===== src/rtl/tmr_store_pkg.sv =====
package tmr_store_pkg;
   localparam int BYTE_W = 8;
   localparam int NCOPY  = 3;

   typedef enum logic [3:0] {
      SQ_IDLE, SQ_PTR, SQ_RD, SQ_VOTE, SQ_WR, SQ_RB, SQ_PWR, SQ_DONE
   } seq_t;

   typedef enum logic [1:0] {
      EN_IDLE, EN_ISSUE, EN_SETTLE, EN_WAIT
   } eng_t;

   typedef struct packed {
      logic [BYTE_W-1:0] value;
      logic              single;
      logic              total;
   } vote_t;
endpackage


===== src/rtl/tmr_mem_engine.sv =====
module tmr_mem_engine
   import tmr_store_pkg::*;
#(
   parameter int ADDR_W = 8
) (
   input  logic              clk,
   input  logic              rst_n,
   input  logic              start,
   input  logic              op_we,
   input  logic [ADDR_W-1:0] addr,
   input  logic [BYTE_W-1:0] wdata,
   output logic              idle,
   output logic              done,
   output logic [ADDR_W-1:0] mem_addr,
   output logic [BYTE_W-1:0] mem_wdata,
   output logic              mem_we,
   output logic              mem_rd,
   input  logic              mem_busy
);
   eng_t st;
   logic we_q;

   always_ff @(posedge clk or negedge rst_n) begin
      if (!rst_n) begin
         st        <= EN_IDLE;
         we_q      <= 1'b0;
         mem_addr  <= '0;
         mem_wdata <= '0;
      end else begin
         unique case (st)
            EN_IDLE: if (start) begin
               st        <= EN_ISSUE;
               we_q      <= op_we;
               mem_addr  <= addr;
               mem_wdata <= wdata;
            end
            EN_ISSUE:  if (!mem_busy) st <= EN_SETTLE;
            EN_SETTLE: st <= EN_WAIT;
            EN_WAIT:   if (!mem_busy) st <= EN_IDLE;
            default:   st <= EN_IDLE;
         endcase
      end
   end

   assign mem_we = (st == EN_ISSUE) && !mem_busy && we_q;
   assign mem_rd = (st == EN_ISSUE) && !mem_busy && !we_q;
   assign idle   = (st == EN_IDLE);
   assign done   = (st == EN_WAIT) && !mem_busy;
endmodule


===== src/rtl/tmr_voter.sv =====
module tmr_voter
   import tmr_store_pkg::*;
#(
   parameter bit HONOR_SUSPECT = 1'b1
) (
   input  logic [BYTE_W-1:0] c0,
   input  logic [BYTE_W-1:0] c1,
   input  logic [BYTE_W-1:0] c2,
   input  logic [NCOPY-1:0]  suspect,
   output vote_t             res
);
   logic e01, e02, e12;

   if (HONOR_SUSPECT) begin : g_suspect
      assign e01 = (c0 == c1) && !suspect[0] && !suspect[1];
      assign e02 = (c0 == c2) && !suspect[0] && !suspect[2];
      assign e12 = (c1 == c2) && !suspect[1] && !suspect[2];
   end else begin : g_plain
      logic [NCOPY-1:0] unused_suspect;
      assign unused_suspect = suspect;
      assign e01 = (c0 == c1);
      assign e02 = (c0 == c2);
      assign e12 = (c1 == c2);
   end

   always_comb begin
      res.value  = c0;
      res.single = 1'b0;
      res.total  = 1'b0;
      if (e01 && e02) begin
         res.value = c0;
      end else if (e01 || e02) begin
         res.single = 1'b1;
      end else if (e12) begin
         res.value  = c1;
         res.single = 1'b1;
      end else begin
         res.total = 1'b1;
      end
   end
endmodule


===== src/rtl/tmr_byte_store.sv =====
module tmr_byte_store
   import tmr_store_pkg::*;
#(
   parameter int MEM_DEPTH = 256,
   parameter int ADDR_W    = 8,
   parameter bit READBACK  = 1'b1
) (
   input  logic              clk,
   input  logic              rst_n,
   input  logic              host_rd,
   input  logic              host_wr,
   input  logic [7:0]        host_wdata,
   output logic              host_ack,
   output logic [7:0]        host_rdata,
   output logic              host_single,
   output logic              host_total,
   output logic              host_exhausted,
   output logic [ADDR_W-1:0] mem_addr,
   output logic [7:0]        mem_wdata,
   input  logic [7:0]        mem_rdata,
   output logic              mem_we,
   output logic              mem_rd,
   input  logic              mem_busy
);
   localparam int NB_W = ADDR_W + 2;

   if (ADDR_W != $clog2(MEM_DEPTH)) begin : g_bad_addr_w
      $error("ADDR_W must equal clog2(MEM_DEPTH)");
   end
   if (ADDR_W > BYTE_W) begin : g_bad_ptr_w
      $error("pointer must fit in one stored byte");
   end
   if (MEM_DEPTH < 4) begin : g_bad_depth
      $error("memory too small for pointer plus one group");
   end

   seq_t                          st;
   logic                          is_wr;
   logic [1:0]                    idx;
   logic [ADDR_W-1:0]             base;
   logic [BYTE_W-1:0]             data_q;
   logic [NCOPY-1:0][BYTE_W-1:0]  cp;
   logic [NCOPY-1:0]              suspect;
   logic [NB_W-1:0]               nb_w;
   logic                          room;
   vote_t                         vote;

   logic              eng_start, eng_we, eng_idle, eng_done;
   logic [ADDR_W-1:0] eng_addr;
   logic [BYTE_W-1:0] eng_wdata;

   assign nb_w = {2'b00, base} + NB_W'(NCOPY);
   assign room = (nb_w + NB_W'(NCOPY - 1)) <= NB_W'(MEM_DEPTH - 1);

   always_comb begin
      eng_we    = 1'b0;
      eng_addr  = '0;
      eng_wdata = data_q;
      unique case (st)
         SQ_RD, SQ_RB: eng_addr = base + ADDR_W'(idx);
         SQ_WR: begin
            eng_we   = 1'b1;
            eng_addr = base + ADDR_W'(idx);
         end
         SQ_PWR: begin
            eng_we    = 1'b1;
            eng_wdata = BYTE_W'(base);
         end
         default: ;
      endcase
   end

   assign eng_start = eng_idle &&
                      (st inside {SQ_PTR, SQ_RD, SQ_WR, SQ_RB, SQ_PWR});

   tmr_mem_engine #(.ADDR_W(ADDR_W)) u_eng (
      .clk       (clk),
      .rst_n     (rst_n),
      .start     (eng_start),
      .op_we     (eng_we),
      .addr      (eng_addr),
      .wdata     (eng_wdata),
      .idle      (eng_idle),
      .done      (eng_done),
      .mem_addr  (mem_addr),
      .mem_wdata (mem_wdata),
      .mem_we    (mem_we),
      .mem_rd    (mem_rd),
      .mem_busy  (mem_busy)
   );

   tmr_voter #(.HONOR_SUSPECT(READBACK)) u_vote (
      .c0      (cp[0]),
      .c1      (cp[1]),
      .c2      (cp[2]),
      .suspect (suspect),
      .res     (vote)
   );

   always_ff @(posedge clk or negedge rst_n) begin
      if (!rst_n) begin
         st             <= SQ_IDLE;
         is_wr          <= 1'b0;
         idx            <= '0;
         base           <= '0;
         data_q         <= '0;
         cp             <= '0;
         suspect        <= '0;
         host_ack       <= 1'b0;
         host_rdata     <= '0;
         host_single    <= 1'b0;
         host_total     <= 1'b0;
         host_exhausted <= 1'b0;
      end else begin
         host_ack <= 1'b0;
         unique case (st)
            SQ_IDLE: begin
               if (host_wr) begin
                  is_wr  <= 1'b1;
                  data_q <= host_wdata;
                  st     <= SQ_PTR;
               end else if (host_rd) begin
                  is_wr <= 1'b0;
                  st    <= SQ_PTR;
               end
            end
            SQ_PTR: if (eng_done) begin
               base <= mem_rdata[ADDR_W-1:0];
               idx  <= '0;
               st   <= is_wr ? SQ_WR : SQ_RD;
            end
            SQ_RD: if (eng_done) begin
               cp[idx] <= mem_rdata;
               if (idx == 2'd2) st <= SQ_VOTE;
               else             idx <= idx + 2'd1;
            end
            SQ_VOTE: begin
               host_rdata  <= vote.value;
               host_single <= vote.single;
               host_total  <= vote.total;
               suspect     <= '0;
               st          <= SQ_DONE;
               if (vote.total) begin
                  if (room) begin
                     base   <= nb_w[ADDR_W-1:0];
                     data_q <= vote.value;
                     st     <= SQ_PWR;
                  end else begin
                     host_exhausted <= 1'b1;
                  end
               end
            end
            SQ_PWR: if (eng_done) begin
               idx <= '0;
               st  <= SQ_WR;
            end
            SQ_WR: if (eng_done) begin
               if (READBACK)          st  <= SQ_RB;
               else if (idx == 2'd2)  st  <= SQ_DONE;
               else                   idx <= idx + 2'd1;
            end
            SQ_RB: if (eng_done) begin
               suspect[idx] <= (mem_rdata != data_q);
               if (idx == 2'd2) begin
                  st <= SQ_DONE;
               end else begin
                  idx <= idx + 2'd1;
                  st  <= SQ_WR;
               end
            end
            SQ_DONE: begin
               host_ack <= 1'b1;
               st       <= SQ_IDLE;
            end
            default: st <= SQ_IDLE;
         endcase
      end
   end
endmodule


===== config.mk =====
export PLATFORM = sky130hd
export DESIGN_NAME = tmr_byte_store
export DESIGN_NICKNAME = d
export VERILOG_FILES = /design/src/rtl/tmr_store_pkg.sv /design/src/rtl/tmr_mem_engine.sv /design/src/rtl/tmr_voter.sv /design/src/rtl/tmr_byte_store.sv
export SDC_FILE = /design/constraint.sdc
export NUM_CORES = 1
export LEC_CHECK = 0
export BUFFER_PORTS_ARGS = -buffer_cell sky130_fd_sc_hd__buf_4
export CELL_PAD_IN_SITES_DETAIL_PLACEMENT = 1
export CELL_PAD_IN_SITES_GLOBAL_PLACEMENT = 2
export CORE_AREA = 5 5 117 119
export DETAILED_ROUTE_END_ITERATION = 16
export DIE_AREA = 0 0 122 124
export PLACE_DENSITY_LB_ADDON = 0.1
export RECOVER_POWER = 100
export REMOVE_ABC_BUFFERS = 1
export SYNTH_ARGS = -nofsm -noshare
export SYNTH_HDL_FRONTEND = slang
export SYNTH_SLANG_ARGS = --single-unit

===== constraint.sdc =====
create_clock -name clk -period 2.6 [get_ports clk]
set_input_delay 0.52 -clock clk [delete_from_list [all_inputs] [get_ports clk]]
set_output_delay 0.52 -clock clk [all_outputs]
set_load 0.01 [all_outputs]

# Word level (Yosys, flattened, before mapping)
# Index checks and enable logic that the tools add are counted.
[classes]
addsub = 4
n_eq_ne = 31
muxes = 50
bitwise_logic = 1
order_cmp = 3
reduce_logical = 41
[ops]
columns = ["operator", "count"]
rows = [
  ["8-bit two-way mux", 11],
  ["4-bit two-way mux", 8],
  ["8-bit case mux with 2 select lines", 2],
  ["4-bit case mux with 7 select lines", 1],
  ["24-bit bitwise mux", 1],
  ["8-bit equality test", 3],
  ["2-bit != test, second input constant", 12],
  ["8-bit demux with 2-bit select", 1],
  ["4-bit by 3-bit equality test with 1-bit output, second input constant", 4],
  ["2-bit two-way mux", 8],
  ["1-bit logical AND", 13],
  ["4-bit AND reduction", 3],
  ["9-bit by 2-bit adder with 10-bit output, second input constant", 1],
  ["10-bit by 8-bit less-or-equal comparator with 1-bit output, second input constant", 1],
  ["1-bit two-way mux", 10],
  ["2-bit nonzero test", 5],
  ["8-bit by 2-bit adder with 9-bit output, second input constant", 1],
  ["9-bit two-way mux", 1],
  ["8-bit by 2-bit adder with 8-bit output", 1],
  ["4-bit by 2-bit equality test with 1-bit output, second input constant", 2],
  ["8-bit != test", 1],
  ["2-bit case mux with 4 select lines", 1],
  ["2-bit AND reduction", 4],
  ["7-bit AND reduction", 1],
  ["22 further kinds", 34],
]
[word_totals]
word_cells = 148
reg_bits = 81

# Longest topological paths before layout
# Gate-level depths: netlist of run 1.
[depth]
word_depth = 9
ltp_mapped = 11
depth_no_buf = 8

# Cells and area by module
# From an unflattened synthesis of run 1, not the netlist that was laid out.
[hier_totals]
hier_cells = 433
area_unflattened_um2 = 4536.9
[by_module_without_submodules]
columns = ["mod", "area_per_inst_um2", "seq_area_each_um2", "cells_each", "instances"]
rows = [
  ["tmr_byte_store", 3229.3, 1526.5, 332, 1],
  ["tmr_mem_engine", 853.3, 475.5, 54, 1],
  ["tmr_voter", 454.2, 0.0, 47, 1],
]

# Least setup slack after synthesis of run 1
# Ideal clock, no wire load.
[synth_path]
path_type = "register to register"
start = "register base[1]"
end = "register data_q[3]"
t_arrival_ns = 2.078
stages_incl_launch_ff = 12
setup_ns = 0.095
n_path_buf = 3
period_less_slack_ns = 2.174
path_slack_ns = 0.426
cell_sequence = "dfrtp_1 > inv_1 > ha_1 > buf_2 > nor3b_1 > a41oi_2 > o31ai_2 > and3_4 > buf_6 > buf_4 > o211ai_1 > o31ai_1"
[synth_via]
elab_chain_len = 5
[synth_lines]
columns = ["item", "line_no", "source"]
rows = [
  ["start, declared", "tmr_byte_store.sv:40", "logic [ADDR_W-1:0] base;"],
  ["start signal, assigned", "tmr_byte_store.sv:128", "base <= mem_rdata[ADDR_W-1:0];"],
  ["start signal, assigned", "tmr_byte_store.sv:145", "base <= nb_w[ADDR_W-1:0];"],
  ["8-bit by 2-bit adder with 9-bit output", "tmr_byte_store.sv:52", "assign nb_w = {2'b00, base} + NB_W'(NCOPY);"],
  ["9-bit by 2-bit adder with 10-bit output", "tmr_byte_store.sv:53", "assign room = (nb_w + NB_W'(NCOPY - 1)) <= NB_W'(MEM_DEPTH - 1);"],
  ["10-bit by 8-bit less-or-equal comparator with 1-bit output", "tmr_byte_store.sv:53", ""],
  ["2-bit != test (no line)", "n/a", ""],
  ["4-bit AND reduction (no line)", "n/a", ""],
  ["end signal, assigned", "tmr_byte_store.sv:120", "data_q <= host_wdata;"],
  ["end signal, assigned", "tmr_byte_store.sv:146", "data_q <= vote.value;"],
  ["end, declared", "tmr_byte_store.sv:41", "logic [BYTE_W-1:0] data_q;"],
]
# Every way passes these cells.
# A chain may end at the register's enable or synchronous reset.

# Final worst setup path of run 1
[layout_path]
start = "register base[1]"
end = "register data_q[0]"
# Same word-level chain as after synthesis.

==> metrics.csv, run 1 <==
stage;metric;value;unit
timing;Setup-failing EPs final;0;
final_layout;# diodes;0;
cts;maximum clock path buffer count;2;
global_routing;antenna violations before repair;0;
floorplanning;row count;41;
outcome;status;finished, final reports clean;
synth;synthesized area;4479;µm²
cts;CTS Hold Bufs;0;
final_layout;fin area;5276;µm²
power_and_ir_drop;Leak Pwr;2.387;nW
synth;Most used DFF post-synth;dfrtp_1;
placed_design;RePlAce Congestion;0.7893;
cts;CTS tree;done;
synth;Syn Area/Cell;9.675;µm²
cts;CTS buffer count;9;
timing;final critical-path share of the clock period;0.9301;
cts;H-Tree Depth;3;
critical_path;R2R Path End;data_q[0];
floorplanning;Die W;122;µm
placed_design;Inst Count DP;677;
placed_design;Detail Placement HPWL;9436;µm
min_path;worst hold path class;input pin to async pin;
synth;Ys Warns;0;
cts;Worst-Skew Late Latency;340;ps
final_layout;fill count;1465;
final_layout;Register Area;2002;µm²
global_routing;GRT Total Usage;0.1830;
critical_path;Startpoint Class;flop;
global_routing;first-pass GRT wire length;21220;µm
routing;First-pass DRT Iterations;4;
timing;Fin Hold WS;381.6;ps
final_layout;synthesis-to-layout area growth;17.79;%
final_layout;fin cells;694;
floorplanning;CORE AREA;12470;µm²
floorplanning;die extent in y;124;µm
critical_path;worst reg2reg path startpoint;base[1];
timing;post-layout min period;2418;ps
synth;Seq/Total Area, Yosys;0.4469;
critical_path;cells on worst reg2reg path;8;
timing;Worst Tran Pin Value;1128;ps
critical_path;CP Class;flop to flop;
synth;Yosys cell types;56;
synth;synthesized flop and latch total;80;
power_and_ir_drop;IR drop worst, VDD;0.5566;mV
final_layout;share of cells above drive strength 1;0.1609;
synth;Post-synth EDFFs;0;
timing;Fin. Hold Viols;0;
cts;CTS Sinks;80;
final_layout;layout net count;549;
critical_path;WP data required;2840;ps
final_layout;most frequent cells in the layout;dfrtp_1 (80), nand2_1 (49), nor2_1 (43), clkbuf_1 (36), xor2_1 (34);
critical_path;Worst R2R Setup Slack;180;ps
power_and_ir_drop;Pwr Total;6.882;mW
routing;Final ANT Viol Nets;0;
synth;Post-synth ARST share;1.000;
critical_path;crit path capture type;flop;
synth;cells after synthesis;463;
final_layout;final core occ;0.4233;
routing;DR vias;3666;
floorplanning;Initial Util;0.3593;
routing;# DRC;0;
timing;slew margin rel.;0.2482;
floorplanning;die area;15130;µm²
power_and_ir_drop;power per cell area;1304;nW/µm²
final_layout;multi-input logic area;2331;µm²
critical_path;crit path max fanout;10;
global_routing;total grt overflow;0;
placed_design;placed cell area;5096;µm²
routing;post-DR wirelength/cell;18.72;µm
routing;Via density;5.282;
final_layout;commonest non-fill, non-tap cell in the layout;dfrtp_1;
global_routing;largest net degree at the start of global routing;42;
placed_design;# port buffers;50;
cts;Clock Tree Root;clkbuf_16;
timing;max-slew violation count;0;
timing;Max Fclk;0.4135;GHz
timing;Setup Skew;7.284;ps
timing;RSZ-0062 raised after global routing;no;
floorplanning;I/O pin count;51;
routing;total wire length;12990;µm
global_routing;vias in the first global route;3838;
cts;Reg clk slew, reported paths;60;ps
routing;starting DRC count in detailed routing;166;
flow_run;max-cap viol count;0;
critical_path;Arrival @ worst endpoint;2660;ps
-- area by class of cell --
| class | instances | area share |
|---|---|---|
| clock buffers | 11 | 0.04600 |
| clock inverters | 5 | 0.01518 |
| inverters | 13 | 0.009248 |
| multi-input cells | 347 | 0.4418 |
| flip-flops and latches | 80 | 0.3794 |
| well taps | 172 | 0.04079 |
| repair buffers | 66 | 0.06758 |
-- per-stage QoR --
stage                     setup TNS (ps)  setup WS [ps]
after floorplan                    -4425         -352.9
after global placement                 0          198.6
after detailed placement               0          76.04
after CTS                              0          50.45
after global routing                   0          12.50
final                                  0          181.8
-- routing by layer --
metal | GRT usage | routed length, µm | vias to the layer above
met5 | 0 | 0 | -
met2 | 0.3104 | 6379 | 46
li1 | - | - | 1773
met3 | 0.02770 | 286 | 14
met4 | 0.05462 | 181 | 0
met1 | 0.2426 | 6145 | 1833
-- registers in the layout, indices dropped and copies added (netlist names), 2 cells and up --
register,count
host_rdata,8
u_eng.st,2
st,3
u_eng.mem_addr,8
data_q,8
suspect,3
base,8
cp,24
u_eng.mem_wdata,8
idx,2
-- worst max-delay path: stages (launching register included) --
cell	delay (ps)
dfrtp_1	470
inv_1	120
ha_1	310
nand2b_1	150
o22ai_1	80
a32o_1	320
and3_4	280
o21a_2	290
o31ai_1	300
-- report_power, final --
| part | internal, mW | total [mW] | switching (mW) |
|---|---|---|---|
| clock network | 0.866 | 1.39 | 0.519 |
| logic | 1.28 | 2.99 | 1.71 |
| registers | 1.82 | 2.50 | 0.687 |
| total | 3.96 | 6.88 | 2.92 |
-- what timing repair did --
action                                  4_1_cts  5_1_grt
setup buffers                                 0        0
endpoints found under the setup margin        0        8
resized for setup                             0        1
-- how the worst max path moves through the flow --
stage | startpoint | to | depth (start not counted)
after floorplan | st[0] | data_q[0] | 5
after global placement | base[1] | data_q[0] | 8
after detailed placement | base[1] | data_q[0] | 8
after CTS | base[1] | data_q[0] | 8
after global routing | base[1] | data_q[2] | 8
final | base[1] | data_q[0] | 8
-- kinds of logic after synthesis --
logic type	synth area share
simple gates	0.1581
compound gates	0.1816
flops	0.4469
xor+xnor	0.07430
buf+inv	0.03520
mux	0.07151
fa+ha+maj	0.03240
-- cells in the mapped netlist (3+ instances only) --
cell type / n / share of area
nor3_1: 12 / 0.013
a31o_2: 3 / 0.0059
mux2i_1: 5 / 0.011
nor2_1: 44 / 0.037
o21a_1: 3 / 0.0050
a22o_1: 4 / 0.0078
dfrtp_1: 80 / 0.45
o31ai_1: 13 / 0.022
nand2_1: 49 / 0.041
o2bb2ai_1: 4 / 0.0078
o31a_1: 8 / 0.016
ha_1: 10 / 0.028
buf_2: 4 / 0.0045
a211oi_1: 10 / 0.017
o21ai_0: 29 / 0.032
xnor2_1: 4 / 0.0078
inv_1: 13 / 0.011
clkbuf_1: 15 / 0.013
and3_1: 5 / 0.0070
nor4_1: 7 / 0.0098
nand3_1: 9 / 0.010
mux2_2: 24 / 0.060
xor2_1: 34 / 0.066
a31oi_1: 5 / 0.0070
a21oi_1: 19 / 0.021
o211ai_1: 9 / 0.015
nor2b_1: 5 / 0.0070
Power figures use the tool's default switching activity.
==> inputs of run 2 (changes only) <==
- CTS_CLUSTER_SIZE: default -> 8
- PLACE_DENSITY: default -> 0.83
- PLACE_DENSITY_LB_ADDON: 0.1 -> default
==> metrics.csv, run 2 (same netlist as run 1, synthesis figures left out) <==
stage;metric;value;unit
routing;DR vias;3661;
cts;H-Tree Depth;3;
critical_path;WP data required;2820;ps
floorplanning;die area;15130;µm²
critical_path;Worst R2R Setup Slack;230;ps
final_layout;share of cells above drive strength 1;0.1531;
timing;Fin Hold WS;358.8;ps
routing;Final ANT Viol Nets;0;
routing;First-pass DRT Iterations;4;
routing;Via density;5.321;
floorplanning;Die W;122;µm
final_layout;most flop-heavy register;cp;
timing;max-slew violation count;0;
critical_path;Top delay family on crit path;compound AO/OA/AOI/OAI gates;
floorplanning;CORE AREA;12470;µm²
power_and_ir_drop;Sequential Power Share;0.367;
timing;Setup-failing EPs final;0;
final_layout;commonest non-fill, non-tap cell in the layout;dfrtp_1;
power_and_ir_drop;sw frac;0.4327;
placed_design;# port buffers;50;
routing;total wire length;12660;µm
global_routing;largest net degree at the start of global routing;42;
floorplanning;Initial Util;0.3593;
routing;post-DR wirelength/cell;18.40;µm
critical_path;cells on worst reg2reg path;8;
critical_path;worst reg2reg path startpoint;base[1];
global_routing;GRT Total Usage;0.1783;
critical_path;crit path capture type;flop;
floorplanning;row count;41;
global_routing;first-pass GRT wire length;20620;µm
cts;CTS buffer count;9;
final_layout;multi-input logic area;2321;µm²
placed_design;RePlAce Congestion;0.8879;
final_layout;Register Area;2002;µm²
critical_path;max incr delay on CP;490;ps
floorplanning;I/O pin count;51;
critical_path;CP Class;flop to flop;
power_and_ir_drop;logic gate share of total power;0.438;
power_and_ir_drop;Psw;2.930;mW
global_routing;vias in the first global route;3864;
timing;slew margin rel.;0.2614;
timing;final critical-path share of the clock period;0.9124;
cts;Worst-Skew Late Latency;350;ps
routing;starting DRC count in detailed routing;139;
critical_path;Slowest-stage cell, CP;dfrtp_1;
power_and_ir_drop;Leak Pwr;2.357;nW
flow_run;max-cap viol count;0;
timing;Worst Tran Pin Value;1108;ps
timing;Fin. Hold Viols;0;
critical_path;critical path startpoint;base[1];
timing;RSZ-0062 raised after global routing;no;
final_layout;synthesis-to-layout area growth;16.54;%
final_layout;fin cells;688;
global_routing;total grt overflow;0;
timing;Final WS setup;227.8;ps
power_and_ir_drop;P_int;3.842;mW
timing;Max Fclk;0.4216;GHz
critical_path;Arrival @ worst endpoint;2590;ps
critical_path;Buf/Inv on CP;1;
placed_design;Detail Placement HPWL;9446;µm
routing;# DRC;0;
critical_path;CP cell instances;inv_1 > ha_1 > nand2b_1 > o22ai_1 > a32o_1 > and3_4 > o21a_2 > o31ai_1;
power_and_ir_drop;IR drop worst, VDD;0.5159;mV
floorplanning;die extent in y;124;µm
final_layout;layout net count;543;
critical_path;R2R Path End;data_q[7];
placed_design;Inst Count DP;672;
final_layout;# diodes;0;
power_and_ir_drop;power per cell area;1297;nW/µm²
timing;post-layout min period;2372;ps
cts;Reg clk slew, reported paths;60;ps
cts;Post-CTS Setup Inserts;0;
cts;maximum clock path buffer count;2;
timing;Setup Skew;6.338;ps
placed_design;pre-CTS WS;155.7;ps
global_routing;antenna violations before repair;0;
final_layout;most frequent cells in the layout;dfrtp_1 (80), nand2_1 (49), nor2_1 (44), xor2_1 (34), clkbuf_1 (33);
final_layout;fill count;1459;
final_layout;max reg flops;24;
cts;CTS tree;done;
power_and_ir_drop;clock power share;0.194;
min_path;worst hold path class;input pin to async pin;
outcome;status;finished, final reports clean;
critical_path;Startpoint Class;flop;
cts;Clock Tree Root;clkbuf_16;
critical_path;crit path max fanout;20;
cts;CTS Sinks;80;
-- run 2: cell count changes in the layout (fill, tap and decap cells not counted), sizes merged --
cell / previous run / this run
clkinv: 1 / 2
and3: 7 / 6
bufinv: 2 / 1
clkbuf: 49 / 47
buf: 28 / 24
inv: 13 / 14
-- run 2: worst max path at each step --
| stage | to | slack (ps) | cells after the start |
|---|---|---|---|
| 4_1_cts | data_q[7] | 120 | 8 |
| 6_report | data_q[7] | 230 | 8 |
| 3_5_place_dp | data_q[1] | 160 | 8 |
| 2_1_floorplan | data_q[0] | -350 | 5 |
| 5_1_grt | base[3] | 50 | 9 |
| 3_3_place_gp | cp[20] | 290 | 5 |
-- run 2: layout make-up --
cell class,instances,share of cell area
multi-input combinational,346,0.4446
inverter,13,0.009348
sequential,80,0.3835
tap,172,0.04123
clock buffer,10,0.04578
timing repair buffer,61,0.06256
clock inverter,6,0.01294
-- run 2: metrics by stage --
stage / instance area, µm² / setup TNS [ps] / power [mW] / util
2_1_floorplan: 4370 / -4425 / 4.451 / -
3_3_place_gp: 5056 / 0 / 5.573 / 0.4056
3_5_place_dp: 5056 / 0 / 5.690 / 0.4056
4_1_cts: 5363 / 0 / 7.046 / 0.4302
5_1_grt: 5220 / 0 / 7.342 / 0.4187
6_report: 5220 / 0 / 6.772 / 0.4187
-- run 2: timing repair --
item                       in CTS  in global routing
hold endpoints to repair        0                  0
gates resized for setup         0                  1
setup endpoints to repair       0                  8
hold buffers                    0                  0
-- run 2: metal layers --
layer / vias up / share of wire / track usage
met4: 0 / 0.022 / 0.06793
met2: 54 / 0.50 / 0.3039
met3: 23 / 0.033 / 0.03451
met5: - / 0 / 0
met1: 1830 / 0.45 / 0.2248
li1: 1754 / - / -
-- run 2: power groups by stage --
stage          Clock [mW]  Sequential [mW]  Combinational (mW)
6_report             1.32             2.49                2.97
5_1_grt              1.40             2.59                3.35
4_1_cts              1.34             2.50                3.20
3_5_place_dp            0             2.52                3.17
3_3_place_gp            0             2.48                3.09
2_1_floorplan           0             2.42                2.03
==> inputs of run 3 (changes only) <==
- CORE_AREA: 5 5 117 119 -> 2 2 114 116
- DIE_AREA: 0 0 122 124 -> 0 0 116 118
- PLACE_DENSITY: 0.83 -> 0.87
==> metrics.csv, run 3 (same netlist as run 1, synthesis figures left out) <==
stage;metric;value;unit
cts;CTS Hold Bufs;0;
power_and_ir_drop;Psw;2.894;mW
floorplanning;Initial Util;0.3608;
cts;maximum clock path buffer count;2;
final_layout;most flop-heavy register;cp;
routing;post-DR wirelength/cell;18.19;µm
timing;Worst Tran Pin Value;2104;ps
placed_design;# port buffers;50;
final_layout;share of cells above drive strength 1;0.1512;
min_path;worst hold start;mem_rdata[7];
routing;First-pass DRT Iterations;4;
global_routing;antenna violations before repair;0;
critical_path;CP cell instances;inv_1 > ha_1 > nand2b_1 > o22ai_1 > a32o_1 > and3_4 > buf_4 > o31ai_1 > a21oi_1;
power_and_ir_drop;power per cell area;1286;nW/µm²
cts;CTS tree;done;
timing;Max Fclk;0.4243;GHz
power_and_ir_drop;P_int;3.817;mW
critical_path;R2R Path End;base[7];
global_routing;first-pass GRT wire length;20840;µm
timing;max-slew violation count;35;
routing;total wire length;12520;µm
min_path;hold depth;2;
final_layout;# diodes;0;
critical_path;max incr delay on CP;490;ps
routing;Final ANT Viol Nets;0;
critical_path;Arrival @ worst endpoint;2620;ps
critical_path;WP data required;2860;ps
floorplanning;I/O pin count;51;
placed_design;placed cell area;5056;µm²
global_routing;GRT Total Usage;0.1955;
routing;# DRC;0;
outcome;status;finished with violations;
timing;Fin. Hold Viols;0;
final_layout;synthesis-to-layout area growth;16.51;%
outcome;failing checks;max-capacitance violations, max-slew violations;
cts;Clock Tree Root;clkbuf_16;
global_routing;largest net degree at the start of global routing;47;
timing;final critical-path share of the clock period;0.9065;
timing;Setup Skew;9.131;ps
power_and_ir_drop;clock power share;0.181;
timing;post-layout min period;2357;ps
cts;CTS Sinks;80;
critical_path;crit path max fanout;12;
timing;slew margin rel.;-0.4024;
cts;H-Tree Depth;3;
final_layout;max reg flops;24;
final_layout;fill count;1451;
power_and_ir_drop;IR drop worst, VDD;0.5928;mV
min_path;worst hold path class;input pin to flop;
cts;Reg clk slew, reported paths;60;ps
cts;Worst-Skew Late Latency;350;ps
routing;starting DRC count in detailed routing;103;
routing;DR vias;3671;
floorplanning;Die W;116;µm
timing;RSZ-0062 raised after global routing;no;
placed_design;RePlAce Congestion;0.8957;
floorplanning;die extent in y;118;µm
critical_path;Worst R2R Setup Slack;240;ps
final_layout;most frequent cells in the layout;dfrtp_1 (80), nand2_1 (49), nor2_1 (44), xor2_1 (34), clkbuf_1 (34);
power_and_ir_drop;Leak Pwr;2.363;nW
power_and_ir_drop;Sequential Power Share;0.371;
final_layout;fin area;5219;µm²
routing;Via density;5.336;
critical_path;Startpoint Class;flop;
power_and_ir_drop;logic gate share of total power;0.449;
global_routing;vias in the first global route;3921;
critical_path;cells on worst reg2reg path;9;
flow_run;max-cap viol count;1;
floorplanning;CORE AREA;12410;µm²
cts;Post-CTS Setup Inserts;0;
floorplanning;row count;41;
floorplanning;die area;13690;µm²
cts;post-CTS sizing;0;
placed_design;Detail Placement HPWL;9213;µm
final_layout;commonest non-fill, non-tap cell in the layout;dfrtp_1;
critical_path;worst reg2reg path startpoint;base[1];
final_layout;layout net count;543;
cts;CTS buffer count;9;
power_and_ir_drop;sw frac;0.4312;
min_path;Hold Crit Endpoint;cp[15];
critical_path;crit path capture type;flop;
timing;Setup-failing EPs final;0;
final_layout;final core occ;0.4204;
critical_path;CP Class;flop to flop;
global_routing;total grt overflow;0;
critical_path;Slowest-stage cell, CP;dfrtp_1;
[run 3: changes by cell type in the layout (fill, tap and decap cells not counted), sizes merged]
cell	before	now
clkinvlp	2	0
bufinv	1	0
clkinv	2	3
clkbuf	47	46
buf	24	28
inv	14	13
[run 3: power groups by stage]
stage          Clock [mW]  Combinational, mW  Sequential, mW
3_3_place_gp            0               3.07            2.46
3_5_place_dp            0               3.18            2.51
4_1_cts              1.25               3.21            2.50
6_report             1.21               3.01            2.49
5_1_grt              1.30               3.40            2.59
2_1_floorplan           0               2.03            2.42
[run 3: worst max path at each step]
stage                       start        end  slack, ps  cells after the start
after global placement    base[1]  data_q[1]        310                      8
final                     base[1]    base[7]        240                      9
after detailed placement  base[1]  data_q[5]        210                      8
after global routing      base[1]    base[7]        0.9                      9
after CTS                 base[1]  data_q[5]        200                      8
after floorplan             st[0]  data_q[0]       -350                      5
[run 3: layout make-up]
| cell class | count | area (µm²) | share of cell area |
|---|---|---|---|
| well taps | 172 | 215.2 | 0.04124 |
| clock buffers | 13 | 270.3 | 0.05179 |
| inverters | 13 | 48.80 | 0.009350 |
| flip-flops and latches | 80 | 2002 | 0.3836 |
| repair buffers | 61 | 346.6 | 0.06641 |
| multi-input cells | 346 | 2321 | 0.4447 |
| clock inverters | 3 | 15.01 | 0.002877 |
[run 3: per-stage QoR]
step	hold WS, ps	setup slack [ps]	setup TNS, ps	instances	power [mW]
6_report	466.8	243.0	0	688	6.710
5_1_grt	468.3	0.9495	0	688	7.288
4_1_cts	163.6	196.3	0	688	6.957
3_5_place_dp	476.1	208.4	0	672	5.691
3_3_place_gp	465.1	308.0	0	672	5.535
2_1_floorplan	224.4	-352.9	-4425	439	4.451
[run 3: critical path: cells and delay by family (launching register included)]
kind	cells	cell delay, ps
compound gates	4	690
fa+ha+maj	1	290
buf+inv	2	310
flops	1	490
simple gates	2	500
[run 3: per-layer routing]
metal	global-route usage	vias to the layer above	wire length (µm)
met5	0	-	0
met4	0.06994	0	220
met3	0.02987	16	356
met2	0.3246	59	6251
met1	0.2569	1837	5690
li1	-	1759	-
